--- config.mk ---
export PLATFORM = sky130hd
export DESIGN_NAME = irq_vector_arbiter
export DESIGN_NICKNAME = d
export VERILOG_FILES = /design/src/rtl/irq_arb_pkg.sv /design/src/rtl/irq_pending_bank.sv /design/src/rtl/irq_prio_enc.sv /design/src/rtl/irq_vec_addr.sv /design/src/rtl/irq_vector_arbiter.sv
export SDC_FILE = /design/constraint.sdc
export NUM_CORES = 1
export LEC_CHECK = 0
export BUFFER_PORTS_ARGS = -buffer_cell sky130_fd_sc_hd__clkbuf_2
export CORE_ASPECT_RATIO = 1.5
export CORE_UTILIZATION = 31
export CTS_BUF_LIST = sky130_fd_sc_hd__clkbuf_16
export DETAILED_ROUTE_END_ITERATION = 6
export MAX_ROUTING_LAYER = met4
export PLACE_DENSITY = 0.55
export SYNTH_ARGS = -nofsm -noshare
export SYNTH_HDL_FRONTEND = slang
export SYNTH_SLANG_ARGS = --single-unit
--- constraint.sdc ---
create_clock -name clk -period 5.8 [get_ports clk]
set_input_delay 1.16 -clock clk [delete_from_list [all_inputs] [get_ports clk]]
set_output_delay 1.16 -clock clk [all_outputs]
set_load 0.05 [all_outputs]
--- src/rtl/irq_arb_pkg.sv ---
package irq_arb_pkg;
   localparam int unsigned DEF_LINES       = 13;
   localparam int unsigned DEF_IDX_W       = 4;
   localparam int unsigned DEF_VS_W        = 3;
   localparam int unsigned DEF_ADDR_W      = 64;
   localparam int unsigned DEF_CODE_OFFSET = 64;
   // spacing is 4 bytes times 2^code, i.e. a left shift of code + 2
   localparam int unsigned SPACING_BASE_SHIFT = 2;

   function automatic int unsigned spacing_shift(input int unsigned code);
      return code + SPACING_BASE_SHIFT;
   endfunction
endpackage

--- src/rtl/irq_pending_bank.sv ---
module irq_pending_bank #(
   parameter int unsigned NUM_LINES  = irq_arb_pkg::DEF_LINES,
   parameter int unsigned LINE_IDX_W = irq_arb_pkg::DEF_IDX_W
) (
   input  logic                  clk,
   input  logic                  rst_n,
   input  logic                  wr_valid,
   input  logic [LINE_IDX_W-1:0] wr_idx,
   input  logic                  wr_level,
   output logic [NUM_LINES-1:0]  pend
);
   for (genvar g = 0; g < NUM_LINES; g++) begin : g_line
      logic hit;
      assign hit = wr_valid && (wr_idx == LINE_IDX_W'(g));
      always_ff @(posedge clk) begin
         if (!rst_n)
            pend[g] <= 1'b0;
         else if (hit)
            pend[g] <= wr_level;
      end
   end
endmodule

--- src/rtl/irq_prio_enc.sv ---
module irq_prio_enc #(
   parameter int unsigned NUM_LINES  = irq_arb_pkg::DEF_LINES,
   parameter int unsigned LINE_IDX_W = irq_arb_pkg::DEF_IDX_W
) (
   input  logic [NUM_LINES-1:0]  req,
   output logic                  any,
   output logic [LINE_IDX_W-1:0] idx
);
   always_comb begin
      idx = '0;
      for (int i = 0; i < NUM_LINES; i++) begin
         if (req[i])
            idx = LINE_IDX_W'(i);   // later (higher) index overrides
      end
      any = |req;
   end
endmodule

--- src/rtl/irq_vec_addr.sv ---
module irq_vec_addr #(
   parameter int unsigned LINE_IDX_W  = irq_arb_pkg::DEF_IDX_W,
   parameter int unsigned VS_W        = irq_arb_pkg::DEF_VS_W,
   parameter int unsigned ADDR_W      = irq_arb_pkg::DEF_ADDR_W,
   parameter int unsigned CODE_OFFSET = irq_arb_pkg::DEF_CODE_OFFSET
) (
   input  logic [ADDR_W-1:0]     base,
   input  logic [VS_W-1:0]       spacing,
   input  logic [LINE_IDX_W-1:0] vec,
   output logic [ADDR_W-1:0]     target
);
   logic [ADDR_W-1:0] slot;
   logic [ADDR_W-1:0] scaled;

   assign slot   = ADDR_W'(CODE_OFFSET) + ADDR_W'(vec);
   assign scaled = slot << irq_arb_pkg::spacing_shift(int'(spacing));
   assign target = (spacing == '0) ? base : (base + scaled);
endmodule

--- src/rtl/irq_vector_arbiter.sv ---
module irq_vector_arbiter #(
   parameter int unsigned NUM_LINES   = irq_arb_pkg::DEF_LINES,
   parameter int unsigned LINE_IDX_W  = irq_arb_pkg::DEF_IDX_W,
   parameter int unsigned VS_W        = irq_arb_pkg::DEF_VS_W,
   parameter int unsigned ADDR_W      = irq_arb_pkg::DEF_ADDR_W,
   parameter int unsigned CODE_OFFSET = irq_arb_pkg::DEF_CODE_OFFSET
) (
   input  logic                  clk,
   input  logic                  rst_n,
   input  logic                  line_wr_valid,
   input  logic [LINE_IDX_W-1:0] line_wr_idx,
   input  logic                  line_wr_level,
   input  logic                  cfg_wr,
   input  logic [NUM_LINES-1:0]  cfg_mask,
   input  logic [VS_W-1:0]       cfg_spacing,
   input  logic                  glb_ie,
   input  logic                  dbg_active,
   input  logic [ADDR_W-1:0]     entry_base,
   output logic                  irq_req,
   output logic                  take_o,
   output logic [LINE_IDX_W-1:0] vec_o,
   output logic [ADDR_W-1:0]     pc_o
);
   if (NUM_LINES < 1 || NUM_LINES > 32) begin : g_bad_lines
      $error("NUM_LINES must lie in 1..32");
   end
   if ((1 << LINE_IDX_W) < NUM_LINES) begin : g_bad_idx
      $error("LINE_IDX_W too narrow for NUM_LINES");
   end
   if (VS_W < 1 || VS_W > 5) begin : g_bad_vs
      $error("VS_W must lie in 1..5");
   end
   if (ADDR_W < 16) begin : g_bad_addr
      $error("ADDR_W must be at least 16");
   end

   logic [NUM_LINES-1:0]  pend_q;
   logic [NUM_LINES-1:0]  mask_q;
   logic [VS_W-1:0]       vs_q;
   logic [NUM_LINES-1:0]  masked;
   logic                  any_masked;
   logic [LINE_IDX_W-1:0] sel_idx;
   logic [ADDR_W-1:0]     pc_next;
   logic                  elig;
   logic                  elig_d;
   logic                  take_q;
   logic [LINE_IDX_W-1:0] vec_q;
   logic [ADDR_W-1:0]     pc_q;

   irq_pending_bank #(.NUM_LINES(NUM_LINES), .LINE_IDX_W(LINE_IDX_W)) u_bank (
      .clk      (clk),
      .rst_n    (rst_n),
      .wr_valid (line_wr_valid),
      .wr_idx   (line_wr_idx),
      .wr_level (line_wr_level),
      .pend     (pend_q)
   );

   always_ff @(posedge clk) begin
      if (!rst_n) begin
         mask_q <= '0;
         vs_q   <= '0;
      end else if (cfg_wr) begin
         mask_q <= cfg_mask;
         vs_q   <= cfg_spacing;
      end
   end

   assign masked = pend_q & mask_q;

   irq_prio_enc #(.NUM_LINES(NUM_LINES), .LINE_IDX_W(LINE_IDX_W)) u_prio (
      .req (masked),
      .any (any_masked),
      .idx (sel_idx)
   );

   irq_vec_addr #(
      .LINE_IDX_W  (LINE_IDX_W),
      .VS_W        (VS_W),
      .ADDR_W      (ADDR_W),
      .CODE_OFFSET (CODE_OFFSET)
   ) u_addr (
      .base    (entry_base),
      .spacing (vs_q),
      .vec     (sel_idx),
      .target  (pc_next)
   );

   assign irq_req = any_masked;
   assign elig    = any_masked && glb_ie && !dbg_active;

   always_ff @(posedge clk) begin
      if (!rst_n) begin
         elig_d <= 1'b0;
         take_q <= 1'b0;
         vec_q  <= '0;
         pc_q   <= '0;
      end else begin
         elig_d <= elig;
         take_q <= elig && !elig_d;
         vec_q  <= sel_idx;
         pc_q   <= pc_next;
      end
   end

   assign take_o = take_q;
   assign vec_o  = vec_q;
   assign pc_o   = pc_q;
endmodule

# Word level (Yosys, flattened, before mapping)
# Index checks and enable logic that the tools add are counted.
[word_totals]
ff_bits = 99
inputBits = 91
elab_cells = 70
[op_classes]
add_sub_neg = 3
n_eq_ne = 12
n_shift = 1
muxes = 13
bitwise_logic = 1
n_reduce_logical = 21
[op_table]
columns = ["op", "count"]
rows = [
  ["64-bit adder", 1],
  ["64-bit 2-to-1 mux", 1],
  ["64-bit by 32-bit left shift with 64-bit output", 1],
  ["4-bit equality test, second input constant", 5],
  ["4-bit 2-to-1 mux", 5],
  ["4-bit by 3-bit equality test with 1-bit output, second input constant", 4],
  ["1-bit logical AND", 16],
  ["13-bit bitwise AND", 1],
  ["13-bit OR reduction", 1],
  ["3-bit 2-to-1 mux", 4],
  ["7-bit by 4-bit adder with 8-bit output, first input constant", 1],
  ["4-bit by 2-bit equality test with 1-bit output, second input constant", 2],
  ["3-bit by 2-bit adder with 4-bit output, second input constant", 1],
  ["4-bit by 1-bit equality test with 1-bit output, second input constant", 1],
  ["4-bit logical NOT", 1],
  ["2-bit 2-to-1 mux", 2],
  ["3-bit logical NOT", 1],
  ["1-bit logical NOT", 2],
  ["1-bit 2-to-1 mux", 1],
]

# Longest topological paths before layout
# Gate-level depths: netlist of the first run.
[depth]
word_depth = 17
ltp_mapped = 18

# Hierarchy
# Synthesis of the first run repeated with hierarchy kept, for this count alone.
[unflattened]
hier_cells = 742
hier_area_um2 = 6253.5
[by_module_without_submodules]
columns = ["module", "instances", "cells_each", "area_each_um2", "seq_area_each_um2"]
rows = [
  ["irq_vec_addr", 1, 453, 2991.6, 0.0],
  ["irq_vector_arbiter", 1, 212, 2583.7, 1721.7],
  ["irq_pending_bank", 1, 55, 556.8, 260.2],
  ["irq_prio_enc", 1, 22, 121.4, 0.0],
]

# Least setup slack after synthesis of the first run
# No wires, ideal clock.
[synth_path]
kind = "flip-flop to flip-flop"
startpoint = "reg u_bank.pend[2]"
endpoint = "reg pc_q[46], in the netlist pc_o[46]"
setup_ns = 0.115
arrival_ns = 3.836
required_ns = 5.685
path_slack_ns = 1.849
path_stages_with_launch = 18
path_buffers = 2
synth_period_minus_slack_ns = 3.951
cell_sequence = "dfxtp_1 -> nand2_1 -> a32o_1 -> a22o_1 -> a21oi_1 -> nor2_1 -> mux2_2 -> and3_1 -> fa_1 -> a211oi_1 -> nor2_1 -> o31ai_2 -> a21oi_4 -> o21ai_2 -> buf_2 -> buf_2 -> nor3_1 -> o21a_1"
[synth_between]
elab_chain_cells = 16
[synth_lines]
columns = ["item", "line", "rtl"]
rows = [
  ["start: declaration", "irq_pending_bank.sv:10", "output logic [NUM_LINES-1:0] pend"],
  ["start signal: indexed assignment", "irq_pending_bank.sv:19", "pend[g] <= wr_level;"],
  ["13-bit bitwise AND", "irq_vector_arbiter.sv:69", "assign masked = pend_q & mask_q;"],
  ["2-bit 2-to-1 mux (2 in series)", "irq_prio_enc.sv:12", "if (req[i])"],
  ["3-bit 2-to-1 mux (4 in series)", "irq_prio_enc.sv:12", ""],
  ["4-bit 2-to-1 mux (5 in series)", "irq_prio_enc.sv:12", ""],
  ["7-bit by 4-bit adder with 8-bit output", "irq_vec_addr.sv:15", "assign slot = ADDR_W'(CODE_OFFSET) + ADDR_W'(vec);"],
  ["64-bit by 32-bit left shift with 64-bit output", "irq_vec_addr.sv:16", "assign scaled = slot << irq_arb_pkg::spacing_shift(int'(spacing));"],
  ["64-bit adder", "irq_vec_addr.sv:17", "assign target = (spacing == '0) ? base : (base + scaled);"],
  ["64-bit 2-to-1 mux", "irq_vec_addr.sv:17", ""],
  ["end signal: assignment", "irq_vector_arbiter.sv:102", "pc_q <= pc_next;"],
  ["end: declaration", "irq_vector_arbiter.sv:48", "logic [ADDR_W-1:0] pc_q;"],
]
# Every way passes these cells.
# A chain may end at the register's enable or synchronous reset.

# Worst setup path in the final report of the first run
[layout_path]
startpoint = "reg u_bank.pend[4]"
endpoint = "reg pc_q[60], in the netlist pc_o[60]"
[layout_between]
elab_chain_cells = 14
[layout_lines]
columns = ["item", "line"]
rows = [
  ["13-bit bitwise AND", "irq_vector_arbiter.sv:69"],
  ["3-bit 2-to-1 mux (4 in series)", "irq_prio_enc.sv:12"],
  ["4-bit 2-to-1 mux (5 in series)", "irq_prio_enc.sv:12"],
  ["7-bit by 4-bit adder with 8-bit output", "irq_vec_addr.sv:15"],
  ["64-bit by 32-bit left shift with 64-bit output", "irq_vec_addr.sv:16"],
  ["64-bit adder", "irq_vec_addr.sv:17"],
  ["64-bit 2-to-1 mux", "irq_vec_addr.sv:17"],
]
# Every way passes these cells.

==> results_dict.tcl, run 1 <==
set metrics [dict create \
    cts_resized 0 \
    layoutNonFillerInstCount 1144 \
    clk_path_buf_depth 2 \
    ios 161 \
    area_delta_synth_final_pct 22.3 \
    outcome "finished clean" \
    dr.pass1.iters 7 \
    routed_wl_mm 18.5 \
    yosysWarningCount 0 \
    clkTransAtPathRegs_ns 0.07 \
    seq_area_frac_synth 0.334 \
    internal-power_mw 1.18 \
    drc 0 \
    dieArea_mm2 0.0197 \
    cts_tree "built" \
    grt_max_degree 38 \
    grt_pass1_vias 5745 \
    cp.arrival_ns 5.10 \
    hold_buffers 0 \
    synth-main-ff-cell "dfxtp_1" \
    grt_pass1_wl_mm 29.2 \
    total_leakage_power_nw 3.14 \
    drive_gt1_frac 0.232 \
    ant_nets 0 \
    max_slew.worst_pin.slew_ns 0.962 \
    post-cts-setup-buffers 0 \
    clkPwrFrac 0.350 \
    rsz0062_at_grt "no" \
    ys_seq_elements 99 \
    die_h_um 171 \
    numPortBuffers 160 \
    async_flop_share 0 \
    die_x_um 115 \
    placed_area_mm2 0.00695 \
    skew_ns 0.00603 \
    fin_util 0.389 \
    power_frac_seq 0.414 \
    rows 61 \
    clk_latency_ns 0.36 \
    grt-ovfl-total 0 \
    ir_drop_v 0.000122 \
    dp_hpwl_mm 14.3 \
    place.gp.congestion 0.951 \
    maxSlewViolCount 0 \
    start_kind "register" \
    first_iter_violations 440 \
    ys_types 65 \
    p_per_area_mw_per_mm2 246 \
    final_hold_viol_count 0 \
    p_sw_uw 600 \
    r2r_setup_slack_ns 0.99 \
    synthCells 748 \
    slew_headroom 0.357 \
    switching_share 0.336 \
    numCtsBuffers 9 \
    cp.required_ns 6.09 \
    root_buffer "clkbuf_16" \
    synth.avg_cell_area_um2 7.93 \
    worstHoldPathType "reg -> reg" \
    routed_via_density 5.24 \
    synth_nets 863 \
    initial_utilization 0.319 \
    p_total_mw 1.78 \
    fin_nets 1002 \
    core_mm2 0.0186 \
    num_vias 5998 \
    finalInstanceArea_mm2 0.00725 \
    antenna_found_initial 0 \
    finalSetupViolCount 0 \
    htreeDepth 3 \
    crit_type "reg -> reg" \
    drv_cap 0 \
    cp_max_fo 26 \
    p_comb_frac 0.236 \
    crit_path_end_kind "register" \
    fmax_ghz 0.208 \
    period_share 0.830 \
    mappedNetlistArea_mm2 0.00593 \
    dp_cells 1128 \
    synth_edf_count 0 \
    finalCriticalPeriod_ns 4.81 \
    fin_setup_tns_ns 0 \
    track_usage 0.197 \
    cts_sinks 99 \
    wl_per_cell_um 16.2 \
    antennaDiodeCount 0 \
]
stage by stage:
step / hold slack (ns) / setup slack (ns)
detailed placement: 0.393 / 1.04
CTS: 0.404 / 1.00
global placement: 0.378 / 1.01
floorplan: 0.374 / 1.85
finish: 0.399 / 0.987
global route: 0.431 / 0.735
layer usage:
layer | share of wire | track usage | up-vias
met5 | 0 | - | -
met4 | 0.030 | 0.0870 | 0
met3 | 0.047 | 0.0317 | 41
met2 | 0.53 | 0.359 | 174
met1 | 0.40 | 0.206 | 2746
li1 | - | - | 3037
final timing paths:
path                                startpoint  endpoint  depth (start not counted)
worst min register to register          elig_d    take_o                          1
worst max register to register  u_bank.pend[4]  pc_o[60]                         16
worst min-delay path                    elig_d    take_o                          1
worst max-delay path            u_bank.pend[4]  pc_o[60]                         16
final cells by class:
| cell class | count | area, um^2 |
|---|---|---|
| Tap cell | 252 | 315 |
| Sequential cell | 99 | 1980 |
| Timing Repair Buffer | 168 | 861 |
| Multi-Input combinational cell | 590 | 3720 |
| Inverter | 19 | 71.3 |
| Fill cell | 2017 | 11400 |
| Clock inverter | 7 | 75.1 |
| Clock buffer | 9 | 225 |
cell families after synthesis:
kind of cell,share of synthesized area
buffers and inverters,0.0403
and+or+nand+nor,0.263
adders and majority gates,0.0519
AOI/OAI and AO/OA,0.227
xor gates and xnor gates,0.0325
muxes,0.0510
DFF,0.334
cells in the mapped netlist (3+ instances only):
cell	instances	area [um^2]
dfxtp_1	99	1980
nor2_1	81	304
nand2_1	74	278
a21oi_1	66	330
nand3_1	39	195
o21ai_0	31	155
mux2i_1	28	280
clkbuf_1	26	97.6
ha_1	23	288
o31ai_1	22	165
nor3_1	19	95.1
or4_1	19	143
inv_1	18	67.6
a211oi_1	15	113
nand4_1	14	87.6
o211ai_1	14	105
xor2_1	13	114
or3_1	12	75.1
a21o_1	10	75.1
xnor2_1	9	78.8
buf_2	8	40.0
nand2b_1	8	50.1
and2_1	7	43.8
and3_1	6	37.5
o21ai_1	6	30.0
a22o_1	5	43.8
a22oi_1	5	37.5
a31oi_1	5	31.3
nand3b_1	5	37.5
buf_1	4	15.0
nand4_2	4	50.1
nor4_1	4	25.0
o21a_1	4	30.0
and4_1	3	26.3
nor3b_1	3	22.5
registers in the layout, indices dropped and copies added, names as in the netlist:
name,cells
take_o,1
u_bank.pend,13
vec_o,4
vs_q,3
elig_d,1
pc_o,64
mask_q,13
cell usage in the layout, fill, tap and decap left out, types with 3 or more instances in the layout:
| cell | instances |
|---|---|
| a211oi_1 | 15 |
| a21o_1 | 10 |
| a21oi_1 | 66 |
| a22o_1 | 5 |
| a22oi_1 | 5 |
| a31oi_1 | 5 |
| and2_1 | 7 |
| and3_1 | 6 |
| and4_1 | 3 |
| buf_4 | 8 |
| clkbuf_16 | 9 |
| clkbuf_2 | 160 |
| dfxtp_1 | 99 |
| ha_1 | 23 |
| inv_1 | 18 |
| mux2i_1 | 28 |
| nand2_1 | 74 |
| nand2b_1 | 8 |
| nand3_1 | 39 |
| nand3b_1 | 5 |
| nand4_1 | 14 |
| nand4_2 | 4 |
| nor2_1 | 81 |
| nor3_1 | 18 |
| nor3b_1 | 3 |
| nor4_1 | 4 |
| o211ai_1 | 14 |
| o21a_1 | 4 |
| o21ai_0 | 31 |
| o21ai_1 | 6 |
| o31ai_1 | 22 |
| or3_1 | 12 |
| or4_1 | 19 |
| xnor2_1 | 9 |
| xor2_1 | 13 |
power by group through the flow:
stage / clock network (mW) / registers (mW) / logic, mW
floorplan: 0 / 0.862 / 0.183
global placement: 0 / 0.756 / 0.422
detailed placement: 0 / 0.756 / 0.421
CTS: 0.648 / 0.740 / 0.422
global route: 0.673 / 0.744 / 0.458
finish: 0.625 / 0.739 / 0.421
critical path, cell delays in order (launching register included):
cell and delay (ns):
dfxtp_1 0.32, a22o_1 0.24, and3b_1 0.26, o21ai_0 0.22
mux2_2 0.39, a22o_1 0.24, a22oi_1 0.34, nor2_1 0.14
ha_1 0.42, and3_2 0.27, nand4_2 0.15, or3_4 0.44
a21oi_4 0.29, o21ai_2 0.09, buf_4 0.24, or4_1 0.52
a21oi_1 0.15
(Power assumes the default switching activity.)
==> inputs of run 2 (changes only) <==
Settings changed: PLACE_DENSITY 0.55 to 0.57.
Clock period 5.8 ns to 4.33 ns, I/O delays scaled along.
==> run 2 against run 1 <==
Clock power rose by 32%. Via count rose by 0.93%. Maximum frequency rose by 19%. Combinational power rose by 39%. Design area rose by 2.3%. Setup slack got worse by 0.70 ns. Routed wire length fell by 1.2%. Flip-flop and latch count did not move. Utilization rose by 0.89 points. Clock-buffer cell count did not move. Global-route usage fell by 0.66 points. Largest power group unchanged.
==> results_dict.tcl, run 2 (same netlist as run 1, synthesis figures left out) <==
set metrics [dict create \
    outcome "finished clean" \
    routed_wl_mm 18.3 \
    rows 61 \
    routed_via_density 5.22 \
    clk_path_buf_depth 2 \
    place.gp.congestion 0.900 \
    max_slew.worst_pin.slew_ns 0.986 \
    ios 161 \
    ant_nets 0 \
    grt_pass1_vias 5772 \
    first_iter_violations 361 \
    critPathBufInv 2 \
    ir_drop_v 0.000145 \
    period_share 0.933 \
    holdWs_ns 0.383 \
    setup_ws_ns 0.291 \
    worstHoldPathType "reg -> reg" \
    area_delta_synth_final_pct 25.1 \
    dieArea_mm2 0.0197 \
    drc 0 \
    skew_ns 0.0139 \
    pre_cts_ws_ns 0.175 \
    root_buffer "clkbuf_16" \
    p_per_area_mw_per_mm2 323 \
    clk_latency_ns 0.36 \
    drive_gt1_frac 0.254 \
    worstPathCellList "a22o_1, and3b_1, o21ai_0, mux2_2, a22o_1, a22oi_1, nor2_1, ha_1, nand4_1, nor3_1, o31ai_2, buf_4, a21oi_4, o21ai_2, buf_4, or4_1, a21oi_1" \
    dr.pass1.iters 4 \
    cts_tree "built" \
    num_vias 6054 \
    critPathMaxStageDelay_ns 0.52 \
    drv_cap 0 \
    critPathLaunch "u_bank.pend[4]" \
    wl_per_cell_um 15.8 \
    maxSlewViolCount 0 \
    start_kind "register" \
    clkTransAtPathRegs_ns 0.08 \
    core_mm2 0.0186 \
    cp.required_ns 4.62 \
    htreeDepth 3 \
    dp_hpwl_mm 14.3 \
    crit_type "reg -> reg" \
    cp_max_fo 26 \
    antennaDiodeCount 0 \
    slowest_stage "or4_1" \
    die_x_um 115 \
    fin_nets 1018 \
    crit_path_end_kind "register" \
    slew_headroom 0.340 \
    track_usage 0.190 \
    worstHoldStart "elig_d" \
    final_hold_viol_count 0 \
    fmax_ghz 0.248 \
    initial_utilization 0.319 \
    grt_max_degree 40 \
    finalSetupViolCount 0 \
    numCtsBuffers 9 \
    cts_sinks 99 \
    die_h_um 171 \
    path_delay_family "compound AO/OA/AOI/OAI gates" \
    final_cell_mix "160 x clkbuf_2, 99 x dfxtp_1, 80 x nor2_1" \
    grt_pass1_wl_mm 28.4 \
    numPortBuffers 160 \
    grt-ovfl-total 0 \
    total_leakage_power_nw 3.23 \
    finalCriticalPeriod_ns 4.04 \
    hold_buffers 0 \
    final_common_cell "clkbuf_2" \
    rsz0062_at_grt "yes" \
    cp.arrival_ns 4.33 \
    largest_register_ffs 64 \
    r2r-start "u_bank.pend[4]" \
    antenna_found_initial 0 \
]
-- run 2: cell types whose count changed in the layout (fill, tap and decap cells not counted), moves of 2 or more --
cell / before / now
buf_4: 8 / 23
a211oi_1: 15 / 12
a211oi_2: 1 / 4
clkinv_4: 0 / 3
clkinv_8: 0 / 2
ha_1: 23 / 21
ha_2: 0 / 2
inv_6: 2 / 0
-- run 2: where the power goes --
| part | switching (mW) | internal, mW |
|---|---|---|
| Combinational | 0.406 | 0.179 |
| Clock | 0.415 | 0.411 |
| Sequential | 0.0215 | 0.963 |
| Total | 0.843 | 1.55 |
-- run 2: stage by stage --
stage               cells  utilization  total power [mW]  setup TNS (ns)  area [um^2]
finish               1160        0.398              2.40               0         7420
global route         1160        0.398              2.51          -0.114         7420
CTS                  1159        0.396              2.42               0         7380
detailed placement   1143        0.380              1.59               0         7080
global placement     1143        0.380              1.59               0         7080
floorplan             748            -              1.40               0         5930
-- run 2: repair_timing --
action | in CTS | in global routing
endpoints found under the setup margin | 0 | 29
setup buffers | 0 | 1
gates resized for setup | 0 | 7
-- run 2: area by class of cell --
cell class | instances | area, um^2
timing repair buffer | 184 | 993
clock inverter | 7 | 81.3
tap | 252 | 315
multi-input combinational | 590 | 3750
clock buffer | 9 | 225
fill | 1983 | 11200
sequential | 99 | 1980
inverter | 19 | 71.3
-- run 2: final timing paths --
check	slack (ns)	cells after the start	end
hold / removal	0.38	1	take_o
hold reg to reg	0.38	1	take_o
setup / recovery	0.29	17	pc_o[56]
setup reg to reg	0.29	17	pc_o[56]
-- run 2: routing by layer --
| layer | share of wire | global-route usage |
|---|---|---|
| met1 | 0.39 | 0.193 |
| met2 | 0.53 | 0.348 |
| met3 | 0.052 | 0.0395 |
| met4 | 0.030 | 0.0830 |
| met5 | 0 | - |
==> inputs of run 3 (changes only) <==
Settings changed: CORE_UTILIZATION 31 to 48, PLACE_DENSITY 0.57 to 0.8.
==> run 3 against run 2 <==
Setup slack got worse by 0.026 ns. Global-route usage rose by 7.8 points. Clock power rose by 0.8%. Routed wire length fell by 8.0%. Hold slack improved by 0.0074 ns. Utilization rose by 21 points. Non-clock buffer count fell by 2. Critical endpoint is now pc_o[58]. Largest cell class unchanged.
==> results_dict.tcl, run 3 (same netlist as run 1, synthesis figures left out) <==
set metrics [dict create \
    drc 0 \
    grt_pass1_vias 5811 \
    wl_per_cell_um 15.9 \
    numCtsBuffers 9 \
    hold_buffers 0 \
    r2r-start "u_bank.pend[4]" \
    skew_ns 0.0129 \
    ir_drop_v 0.000215 \
    finalCriticalPeriod_ns 4.06 \
    drive_gt1_frac 0.247 \
    path_delay_family "compound AO/OA/AOI/OAI gates" \
    dp_hpwl_mm 12.8 \
    finalSetupViolCount 0 \
    numPortBuffers 160 \
    p_per_area_mw_per_mm2 329 \
    critPathBufInv 1 \
    worst-path-stages 16 \
    crit_path_end_kind "register" \
    track_usage 0.268 \
    total_leakage_power_nw 3.23 \
    cts_tree "built" \
    num_vias 6122 \
    critPathLaunch "u_bank.pend[4]" \
    fmax_ghz 0.246 \
    slew_headroom 0.259 \
    dieArea_mm2 0.0128 \
    die_x_um 92.8 \
    ios 161 \
    first_iter_violations 293 \
    slowest_stage "or4_1" \
    cp_max_fo 26 \
    critPathMaxStageDelay_ns 0.50 \
    routed_via_density 5.78 \
    outcome "finished clean" \
    core_mm2 0.0120 \
    cts_resized 0 \
    root_buffer "clkbuf_16" \
    grt_pass1_wl_mm 26.9 \
    routed_wl_mm 16.8 \
    drv_cap 0 \
    start_kind "register" \
    worstPathCellList "a22o_1, and3b_1, o21ai_0, mux2_2, a22o_1, a22oi_1, nor2_1, ha_1, nand4_1, nor3_1, o31ai_4, a21oi_4, o21ai_2, buf_12, or4_1, a21oi_1" \
    antenna_found_initial 0 \
    worstRegToRegCells 16 \
    setup_ws_ns 0.265 \
    grt-ovfl-total 0 \
    worstHoldPathType "reg -> reg" \
    grt_max_degree 64 \
    die_h_um 138 \
    cp.required_ns 4.60 \
    r2r_setup_slack_ns 0.27 \
    fin_nets 1016 \
    area_delta_synth_final_pct 22.8 \
    ant_nets 0 \
    cp.arrival_ns 4.34 \
    antennaDiodeCount 0 \
    r2r-end "pc_o[58]" \
    largest_register_ffs 64 \
    clk_path_buf_depth 2 \
    critPathCapture "pc_o[58]" \
    final_common_cell "clkbuf_2" \
    final_cell_mix "160 x clkbuf_2, 99 x dfxtp_1, 81 x nor2_1" \
    crit_top_cell "a22o_1" \
    max_slew.worst_pin.slew_ns 1.11 \
    period_share 0.939 \
    crit_type "reg -> reg" \
    place.gp.congestion 0.911 \
    final_hold_viol_count 0 \
    fin_setup_tns_ns 0 \
    htreeDepth 3 \
    maxSlewViolCount 0 \
    pre_cts_ws_ns 0.0926 \
    post-cts-setup-buffers 0 \
    clkTransAtPathRegs_ns 0.07 \
    initial_utilization 0.494 \
    nFillCells 1155 \
    dr.pass1.iters 5 \
    rows 49 \
    clk_latency_ns 0.36 \
    cts_sinks 99 \
]
==> run 3: changes by cell type in the layout (fill, tap and decap cells not counted), sizes merged <==
cell      delta
bufinv       +1
clkinvlp     +1
buf          -2
clkinv       -4
inv          +2
==> run 3: worst min path at each step <==
stage / from / to / slack, ns / cells past startpoint
global placement: elig_d / take_o / 0.38 / 1
floorplan: elig_d / take_o / 0.37 / 1
detailed placement: elig_d / take_o / 0.39 / 1
global route: elig_d / take_o / 0.40 / 1
CTS: elig_d / take_o / 0.40 / 1
finish: elig_d / take_o / 0.39 / 1
==> run 3: metal layers <==
layer | wire length, um | track usage
met1 | 6540 | 0.284
met2 | 8920 | 0.485
met3 | 736 | 0.0270
met4 | 642 | 0.128
met5 | 0 | -
==> run 3: worst reg2reg max path, stage by stage (launching register included) <==
cell and delay [ns]:
dfxtp_1 0.33, a22o_1 0.24, and3b_1 0.24, o21ai_0 0.10, mux2_2 0.29, a22o_1 0.23, a22oi_1 0.23, nor2_1 0.10
ha_1 0.38, nand4_1 0.17, nor3_1 0.38, o31ai_4 0.19, a21oi_4 0.18, o21ai_2 0.09, buf_12 0.18, or4_1 0.50
a21oi_1 0.15
==> run 3: where the power goes <==
group / total (mW) / internal (mW) / switching (mW)
sequential: 0.987 / 0.964 / 0.0235
clock: 0.833 / 0.454 / 0.379
combinational: 0.574 / 0.175 / 0.399
==> run 3: cell type report <==
| class | instances | area, um^2 | area share |
|---|---|---|---|
| Inverter | 19 | 71.3 | 0.00979 |
| Timing Repair Buffer | 182 | 991 | 0.136 |
| Tap cell | 153 | 191 | 0.0263 |
| Multi-Input combinational cell | 590 | 3750 | 0.514 |
| Clock buffer | 9 | 225 | 0.0309 |
| Clock inverter | 7 | 75.1 | 0.0103 |
| Sequential cell | 99 | 1980 | 0.272 |
==> run 3: through the flow <==
step / power, mW / cell area [um^2] / utilization / instances / hold WS [ns]
after floorplan: 1.40 / 5930 / - / 748 / 0.374
after global placement: 1.57 / 6960 / 0.579 / 1043 / 0.378
after detailed placement: 1.58 / 6960 / 0.579 / 1043 / 0.385
after CTS: 2.39 / 7260 / 0.604 / 1059 / 0.395
after global routing: 2.48 / 7280 / 0.606 / 1059 / 0.404
final: 2.39 / 7280 / 0.606 / 1059 / 0.391
